`src/rtl/sci_pkg.sv`:
```
package sci_pkg;
   // mode byte fields
   localparam int M_LOOP  = 7;
   localparam int M_EN    = 6;
   localparam int M_NINE  = 4;
   localparam int M_WAKE  = 3;
   localparam int M_ILTY  = 2;
   localparam int M_PEN   = 1;
   localparam int M_ODD   = 0;
   // second control byte fields
   localparam int C_SLEEP = 4;
   localparam int C_TE    = 3;
   localparam int C_RE    = 2;
   localparam int C_TIE   = 1;
   localparam int C_TCIE  = 0;

   typedef enum logic {RX_IDLE, RX_BUSY} rx_state_t;

   // character as it goes on the line: parity replaces the top bit when enabled
   function automatic logic [8:0] sci_payload(input logic [8:0] d, input logic nine,
                                              input logic pen, input logic odd);
      logic p;
      logic [8:0] r;
      if (nine) begin
         p = (^d[7:0]) ^ odd;
         r = pen ? {p, d[7:0]} : d;
      end else begin
         p = (^d[6:0]) ^ odd;
         r = pen ? {1'b0, p, d[6:0]} : {1'b0, d[7:0]};
      end
      return r;
   endfunction
endpackage

```
`src/rtl/sci_tx.sv`:
```
module sci_tx import sci_pkg::*; #(
   parameter int OSR = 16
) (
   input  logic       clk,
   input  logic       rst_n,
   input  logic       run,
   input  logic       tick,
   input  logic       start,
   input  logic       nine,
   input  logic [8:0] payload,
   output logic       busy,
   output logic       take,
   output logic       line
);
   localparam int SW = $clog2(OSR);
   localparam int FW = 11;

   logic [SW-1:0] sub_q;
   logic [3:0]    bit_q;
   logic [FW-1:0] sh_q;
   logic          nine_q;
   logic [3:0]    last;

   assign last = nine_q ? 4'd10 : 4'd9;
   assign take = run & ~busy & start;
   assign line = (busy & run) ? sh_q[0] : 1'b1;

   always_ff @(posedge clk or negedge rst_n) begin
      if (!rst_n) begin
         busy   <= 1'b0;
         sub_q  <= '0;
         bit_q  <= '0;
         sh_q   <= '1;
         nine_q <= 1'b0;
      end else if (!run) begin
         busy <= 1'b0;
         sh_q <= '1;
      end else if (!busy) begin
         if (start) begin
            busy   <= 1'b1;
            sub_q  <= '0;
            bit_q  <= '0;
            nine_q <= nine;
            sh_q   <= nine ? {1'b1, payload, 1'b0} : {2'b11, payload[7:0], 1'b0};
         end
      end else if (tick) begin
         if (sub_q == SW'(OSR - 1)) begin
            sub_q <= '0;
            sh_q  <= {1'b1, sh_q[FW-1:1]};
            bit_q <= bit_q + 4'd1;
            if (bit_q == last) busy <= 1'b0;
         end else begin
            sub_q <= sub_q + 1'b1;
         end
      end
   end
endmodule

```
`src/rtl/sci_rx.sv`:
```
module sci_rx import sci_pkg::*; #(
   parameter int OSR      = 16,
   parameter bit MAJORITY = 1
) (
   input  logic       clk,
   input  logic       rst_n,
   input  logic       run,
   input  logic       tick,
   input  logic       rxi,
   input  logic       nine,
   output logic       done,
   output logic       active,
   output logic       stop_ok,
   output logic [8:0] word
);
   localparam int SW  = $clog2(OSR);
   localparam int MID = OSR / 2;

   rx_state_t     st_q;
   logic [SW-1:0] sub_q;
   logic [3:0]    bit_q;
   logic [8:0]    sh_q;
   logic          s1_q, s2_q, nine_q, vote;
   logic [3:0]    last;

   generate
      if (MAJORITY) begin : g_vote3
         assign vote = (s1_q & s2_q) | (s1_q & rxi) | (s2_q & rxi);
      end else begin : g_vote1
         assign vote = s2_q;
      end
   endgenerate

   assign last   = nine_q ? 4'd10 : 4'd9;
   assign active = (st_q == RX_BUSY);

   always_ff @(posedge clk or negedge rst_n) begin
      if (!rst_n) begin
         st_q    <= RX_IDLE;
         sub_q   <= '0;
         bit_q   <= '0;
         sh_q    <= '0;
         s1_q    <= 1'b1;
         s2_q    <= 1'b1;
         nine_q  <= 1'b0;
         done    <= 1'b0;
         stop_ok <= 1'b1;
         word    <= '0;
      end else begin
         done <= 1'b0;
         if (!run) begin
            st_q <= RX_IDLE;
         end else if (tick) begin
            case (st_q)
               RX_IDLE: if (!rxi) begin
                  st_q   <= RX_BUSY;
                  sub_q  <= '0;
                  bit_q  <= '0;
                  nine_q <= nine;
               end
               default: begin
                  sub_q <= (sub_q == SW'(OSR - 1)) ? '0 : sub_q + 1'b1;
                  if (sub_q == SW'(OSR - 1)) bit_q <= bit_q + 4'd1;
                  if (sub_q == SW'(MID - 1)) s1_q <= rxi;
                  if (sub_q == SW'(MID))     s2_q <= rxi;
                  if (sub_q == SW'(MID + 1)) begin
                     if (bit_q == 4'd0) begin
                        if (vote) st_q <= RX_IDLE;   // false start
                     end else if (bit_q == last) begin
                        done    <= 1'b1;
                        stop_ok <= vote;
                        word    <= nine_q ? sh_q : {1'b0, sh_q[8:1]};
                        st_q    <= RX_IDLE;
                     end else begin
                        sh_q <= {vote, sh_q[8:1]};
                     end
                  end
               end
            endcase
         end
      end
   end
endmodule

```
`src/rtl/sci_loop_uart.sv`:
```
module sci_loop_uart import sci_pkg::*; #(
   parameter int OSR      = 16,
   parameter bit MAJORITY = 1
) (
   input  logic       clk,
   input  logic       rst_n,
   input  logic       tick16,
   input  logic       rxd_pin,
   input  logic       wr_en,
   input  logic [1:0] wr_addr,
   input  logic [7:0] wr_data,
   input  logic       wr_d8,
   input  logic       rd_ack,
   output logic [7:0] ctrl1_q,
   output logic [7:0] ctrl2_q,
   output logic [7:0] status,
   output logic [8:0] rx_data,
   output logic       txd,
   output logic       tx_irq
);
   localparam int IW = $clog2(OSR * 11 + 1);

   generate
      if (OSR < 8) begin : g_bad_osr
         $error("sci_loop_uart: OSR must be at least 8");
      end
   endgenerate

   logic en, loops, nine, wake, ilty, pen, odd, sleep, te, re, tie, tcie;
   logic tick_g, run_rx, rx_in;
   logic tx_busy, tx_take, tx_line, buf_full;
   logic [8:0] buf_q, rx_word;
   logic rx_done, rx_act, rx_stop, msb, addr_hit, accept, idle_set;
   logic rx_full, fe_q, pe_q, idle_q, arm_q;
   logic [IW-1:0] icnt, thr;

   assign en    = ctrl1_q[M_EN];
   assign loops = ctrl1_q[M_LOOP];
   assign nine  = ctrl1_q[M_NINE];
   assign wake  = ctrl1_q[M_WAKE];
   assign ilty  = ctrl1_q[M_ILTY];
   assign pen   = ctrl1_q[M_PEN];
   assign odd   = ctrl1_q[M_ODD];
   assign sleep = ctrl2_q[C_SLEEP];
   assign te    = ctrl2_q[C_TE];
   assign re    = ctrl2_q[C_RE];
   assign tie   = ctrl2_q[C_TIE];
   assign tcie  = ctrl2_q[C_TCIE];

   assign tick_g = tick16 & en;
   assign run_rx = en & re;
   assign rx_in  = loops ? tx_line : rxd_pin;
   assign txd    = tx_line;

   sci_tx #(.OSR(OSR)) u_tx (
      .clk(clk), .rst_n(rst_n), .run(en), .tick(tick_g), .start(buf_full & te),
      .nine(nine), .payload(buf_q), .busy(tx_busy), .take(tx_take), .line(tx_line));

   sci_rx #(.OSR(OSR), .MAJORITY(MAJORITY)) u_rx (
      .clk(clk), .rst_n(rst_n), .run(run_rx), .tick(tick_g), .rxi(rx_in), .nine(nine),
      .done(rx_done), .active(rx_act), .stop_ok(rx_stop), .word(rx_word));

   assign msb      = nine ? rx_word[8] : rx_word[7];
   assign addr_hit = wake & msb;
   assign accept   = rx_done & (~sleep | addr_hit);
   assign thr      = nine ? IW'(OSR * 11) : IW'(OSR * 10);
   assign idle_set = run_rx & rx_in & ~(rx_act & ilty) & tick_g &
                     (icnt == thr - 1'b1) & (arm_q | rx_done);

   // control bytes and transmit buffer
   always_ff @(posedge clk or negedge rst_n) begin
      if (!rst_n) begin
         ctrl1_q  <= '0;
         ctrl2_q  <= '0;
         buf_full <= 1'b0;
         buf_q    <= '0;
      end else begin
         if (wr_en && wr_addr == 2'd0) ctrl1_q <= wr_data & 8'hDF;
         if (wr_en && wr_addr == 2'd1) ctrl2_q <= wr_data & 8'h1F;
         else if ((accept & addr_hit) | (idle_set & ~wake)) ctrl2_q[C_SLEEP] <= 1'b0;
         if (!en) begin
            buf_full <= 1'b0;
         end else if (wr_en && wr_addr == 2'd2) begin
            buf_full <= 1'b1;
            buf_q    <= sci_payload({wr_d8, wr_data}, nine, pen, odd);
         end else if (tx_take) begin
            buf_full <= 1'b0;
         end
      end
   end

   // receive flags and idle-line detection
   always_ff @(posedge clk or negedge rst_n) begin
      if (!rst_n) begin
         rx_full <= 1'b0;
         fe_q    <= 1'b0;
         pe_q    <= 1'b0;
         rx_data <= '0;
         icnt    <= '0;
         idle_q  <= 1'b0;
         arm_q   <= 1'b0;
      end else begin
         if (accept) begin
            rx_full <= 1'b1;
            rx_data <= rx_word;
            fe_q    <= ~rx_stop;
            pe_q    <= pen & (rx_word != sci_payload(rx_word, nine, 1'b1, odd));
         end else if (rd_ack) begin
            rx_full <= 1'b0;
            fe_q    <= 1'b0;
            pe_q    <= 1'b0;
         end
         if (!run_rx) begin
            icnt   <= '0;
            idle_q <= 1'b0;
            arm_q  <= 1'b0;
         end else begin
            if (rx_done) arm_q <= 1'b1;
            if (!rx_in) begin
               icnt   <= '0;
               idle_q <= 1'b0;
            end else if (rx_act & ilty) begin
               icnt <= '0;
            end else if (tick_g && icnt != thr) begin
               icnt <= icnt + 1'b1;
            end
            if (idle_set) begin
               idle_q <= 1'b1;
               arm_q  <= 1'b0;
            end
         end
      end
   end

   assign status = {~en | ~buf_full, ~en | (~buf_full & ~tx_busy), rx_full, idle_q,
                    2'b00, fe_q, pe_q};
   assign tx_irq = en & ((tie & ~buf_full) | (tcie & ~buf_full & ~tx_busy));
endmodule

```
`config.mk`:
```
export PLATFORM = sky130hd
export DESIGN_NAME = sci_loop_uart
export DESIGN_NICKNAME = d
export VERILOG_FILES = /design/src/rtl/sci_pkg.sv /design/src/rtl/sci_tx.sv /design/src/rtl/sci_rx.sv /design/src/rtl/sci_loop_uart.sv
export SDC_FILE = /design/constraint.sdc
export NUM_CORES = 1
export LEC_CHECK = 0
export CAP_MARGIN = 20
export CORE_UTILIZATION = 51
export DETAILED_ROUTE_END_ITERATION = 16
export PLACE_DENSITY = 0.79
export SETUP_SLACK_MARGIN = 0.02
export SLEW_MARGIN = 5
export SYNTH_ARGS = -nofsm -noshare
export SYNTH_HDL_FRONTEND = slang
export SYNTH_SLANG_ARGS = --single-unit
```
`constraint.sdc`:
```
create_clock -name clk -period 1.64 [get_ports clk]
set_clock_uncertainty 0.05 [all_clocks]
set_input_delay 0.246 -clock clk [delete_from_list [all_inputs] [get_ports clk]]
set_output_delay 0.246 -clock clk [all_outputs]
set_load 0.03 [all_outputs]
```
==> metrics.yaml, run 1 <==
cts:
  clock_latency_ns: 0.37
  numCtsBuffers: 9
  root_buffer: "clkbuf_8"
  clock-sinks: 96
  clk_path_buf_depth: 2
  clk_pin_slew_ns: 0.11
  tritoncts: "yes"
  htree_levels: 3
drt:
  drt-total-wl_um: 14530
  vias: 4078
  dr.pass1.iters: 6
  viasPerCell: 5.893
  route.detailed.wl_per_inst_um: 20.99
  final_antenna_net_count: 0
  drtIter0Drc: 250
  drc: 0
timing:
  hold_slack_ns: 0.2915
  fin_crit_sh_pct: 119.9
  fin_ws_ns: -0.3266
  rsz0062_at_grt: "true"
  fmaxAchievable_mhz: 508.5
  final_max_slew_viol_count: 0
  final-setup-viol-count: 40
  hold_viol_final: 0
  fin_crit_ns: 1.967
run_status:
  status: "finished, violations left"
  violations: "negative setup slack"
setup_path:
  start_kind: "flip-flop"
  r2r-end: "pe_q"
  crit_required_ns: 1.86
  arrival_ns: 2.18
  timing.rr.start: "u_rx.word[4]"
  rr_worst_depth: 5
  worstSetupPathType: "flip-flop to flip-flop"
  crit_path_end_kind: "flip-flop"
  crit_fanout: 2
  regToRegSetupSlack_ns: -0.33
global_routing:
  gr-total-overflow: 0
  grt_pass1_wl_um: 19950
  antenna_found_initial: 0
  grt_pass1_vias: 3938
  track_usage_pct: 26.03
  grt_max_degree: 47
synth:
  postSynthCellCount: 434
  synthTopCellsByArea: "dfrtp_1, mux2_2, dfstp_2"
  netlist.area_leader.share_pct: 43.23
  syn_avg_cell_area_um2: 11.07
  synth_ff_type: "dfrtp_1"
  yosys.area.top_type: "dfrtp_1"
  synthArstFlopShare_pct: 100.0
  synth-seq-area-share_pct: 50.34
  yosysMostFrequentCell: "dfrtp_1"
  yosysUniqueCellTypes: 58
  synth_warnings: 0
  synth_commonest_cells: "dfrtp_1, nor2_1, mux2_2, nand2_1, a21oi_1"
  synth_area_mm2: 0.004805
  ys_seq_elements: 96
  synth_edf_count: 0
die:
  core-area_mm2: 0.009196
  io_pins: 52
  dieArea_mm2: 0.009813
  rows: 35
  die_w_um: 99.06
  start_util_pct: 52.24
  die_y_um: 99.06
finish:
  finalNonFillerCells: 692
  nets: 602
  antennaDiodeCount: 0
  stdcell_area_mm2: 0.007069
  drive_above_1_share_pct: 49.23
  area_growth_pct: 47.14
power:
  power.density_mw_per_mm2: 942.2
  power_leakage_uw: 0.003190
  vdd_drop_max_mv: 0.7747
  finalPower_uw: 6661
placed_design:
  hpwl_um: 7924
  globalplace.congestion: 0.8743
  port_buffers: 45
  placed_cells: 642
  dpl_cell_area_mm2: 0.005956
min_path:
  hold_class: "primary input to async pin"
job:
  maxCapViolCount: 0
==> final cells by class <==
class / instances / area [um^2]
clock buffer: 9 / 123.9
clock inverter: 7 / 63.81
fill: 512 / 2127
inverter: 14 / 57.56
multi-input combinational: 302 / 2800
sequential: 96 / 2426
tap: 111 / 138.9
timing repair buffer: 153 / 1459
==> kinds of logic after synthesis <==
kind of cell    synth area share, %
compound gates                9.714
simple gates                  13.57
other cells                 0.07805
flops                         50.34
xor+xnor                      5.208
buf+inv                       4.739
fa+ha+maj                     2.578
mux                           13.78
==> layer usage <==
metal  vias to the layer above  part of all wire [%]  global-route usage, %  wire (um)
li1                       1788                     -                      -          -
met1                      2084                    42                  35.81       6052
met3                        32                   4.4                  2.908        640
met2                       174                    52                  42.87       7498
met5                         -                     0                      0          0
met4                         0                   2.3                  9.729        334
==> per-stage QoR <==
step	worst slack, ns	TNS (ns)	utilization [%]
after global routing	-0.3750	-6.612	76.87
after floorplan	-0.1372	-0.6625	-
after global placement	-0.2937	-9.478	64.76
final	-0.3266	-4.247	76.87
after detailed placement	-0.3238	-12.12	64.76
after CTS	-0.2241	-2.829	70.53
==> cells in the final DEF, fill, tap and decap left out, types with 5 or more instances in the layout <==
cell and instances:
mux2i_1 20, dlygate4sd2_1 21, nand2_4 7, dfrtp_1 77, a31oi_1 6, a21o_1 5
xnor2_1 12, buf_4 79, buf_6 20, nor2_4 15, mux2_4 21, a21oi_1 6
dfrtp_2 6, inv_1 8, dfstp_2 13, nor2b_1 5, nand2_1 20, o21ai_1 7
nor2_1 22, o21ai_0 7, clkdlybuf4s50_1 15, conb_1 6, buf_12 8, mux2_2 18
nor2_2 6, xor2_1 12, clkbuf_8 9, a21oi_2 14
==> sequential cells by signal, summed over array words and instances, names as in the netlist, 4 cells and up <==
signal	cells
ctrl1_q	7
u_tx.bit_q	4
u_rx.sh_q	9
rx_data	9
u_rx.word	9
u_rx.bit_q	4
icnt	8
u_tx.sub_q	4
buf_q	9
u_rx.sub_q	4
u_tx.sh_q	10
ctrl2_q	5
==> critical path, cell delays in order (launching register included) <==
cell and delay, ns:
dfrtp_1 0.42, xnor2_1 0.25, xnor3_1 0.41, xnor2_2 0.17, mux2_1 0.34, a31o_1 0.21
==> where the power goes <==
group	switching, uW	leakage [uW]	internal [uW]
clock	969	0.0000956	591
combinational	1070	0.00187	992
sequential	338	0.00123	2700
total	2370	0.00319	4290
==> timing repair <==
| action | in CTS | in global routing |
|---|---|---|
| pin swaps | 15 | 40 |
| setup endpoints to repair | 69 | 73 |
| setup buffers | 16 | 16 |
| hold endpoints to repair | 18 | 0 |
| hold buffers | 1 | 0 |
| gates cloned | 2 | 4 |
| resized for setup | 77 | 111 |
==> worst max path at each step <==
stage,startpoint,to,depth (start not counted)
2_1_floorplan,u_rx.word[2],pe_q,5
3_3_place_gp,rxd_pin,u_rx.active,6
3_5_place_dp,rxd_pin,u_rx.active,6
4_1_cts,u_rx.word[0],pe_q,5
5_1_grt,u_rx.word[4],pe_q,5
6_report,u_rx.word[4],pe_q,5
Power figures use the tool's default switching activity.
==> inputs of run 2 (changes only) <==
--- a/config.mk
+++ b/config.mk
@@ -5,7 +5,7 @@
 export SDC_FILE = /design/constraint.sdc
 export NUM_CORES = 1
 export LEC_CHECK = 0
-export CAP_MARGIN = 20
+export CAP_MARGIN = 40
 export CORE_UTILIZATION = 51
 export DETAILED_ROUTE_END_ITERATION = 16
 export PLACE_DENSITY = 0.79
@@ -14,3 +14,4 @@
 export SYNTH_ARGS = -nofsm -noshare
 export SYNTH_HDL_FRONTEND = slang
 export SYNTH_SLANG_ARGS = --single-unit
+export TNS_END_PERCENT = 100
==> results of run 2 <==
The final DEF is identical to that of run 1; final timing and power are the same.
==> inputs of run 3 (changes only) <==
--- a/config.mk
+++ b/config.mk
@@ -7,6 +7,7 @@
 export LEC_CHECK = 0
 export CAP_MARGIN = 40
 export CORE_UTILIZATION = 51
+export CTS_CLUSTER_DIAMETER = 150
 export DETAILED_ROUTE_END_ITERATION = 16
 export PLACE_DENSITY = 0.79
 export SETUP_SLACK_MARGIN = 0.02
==> results of run 3 <==
The final DEF is identical to that of run 1; final timing and power are the same.
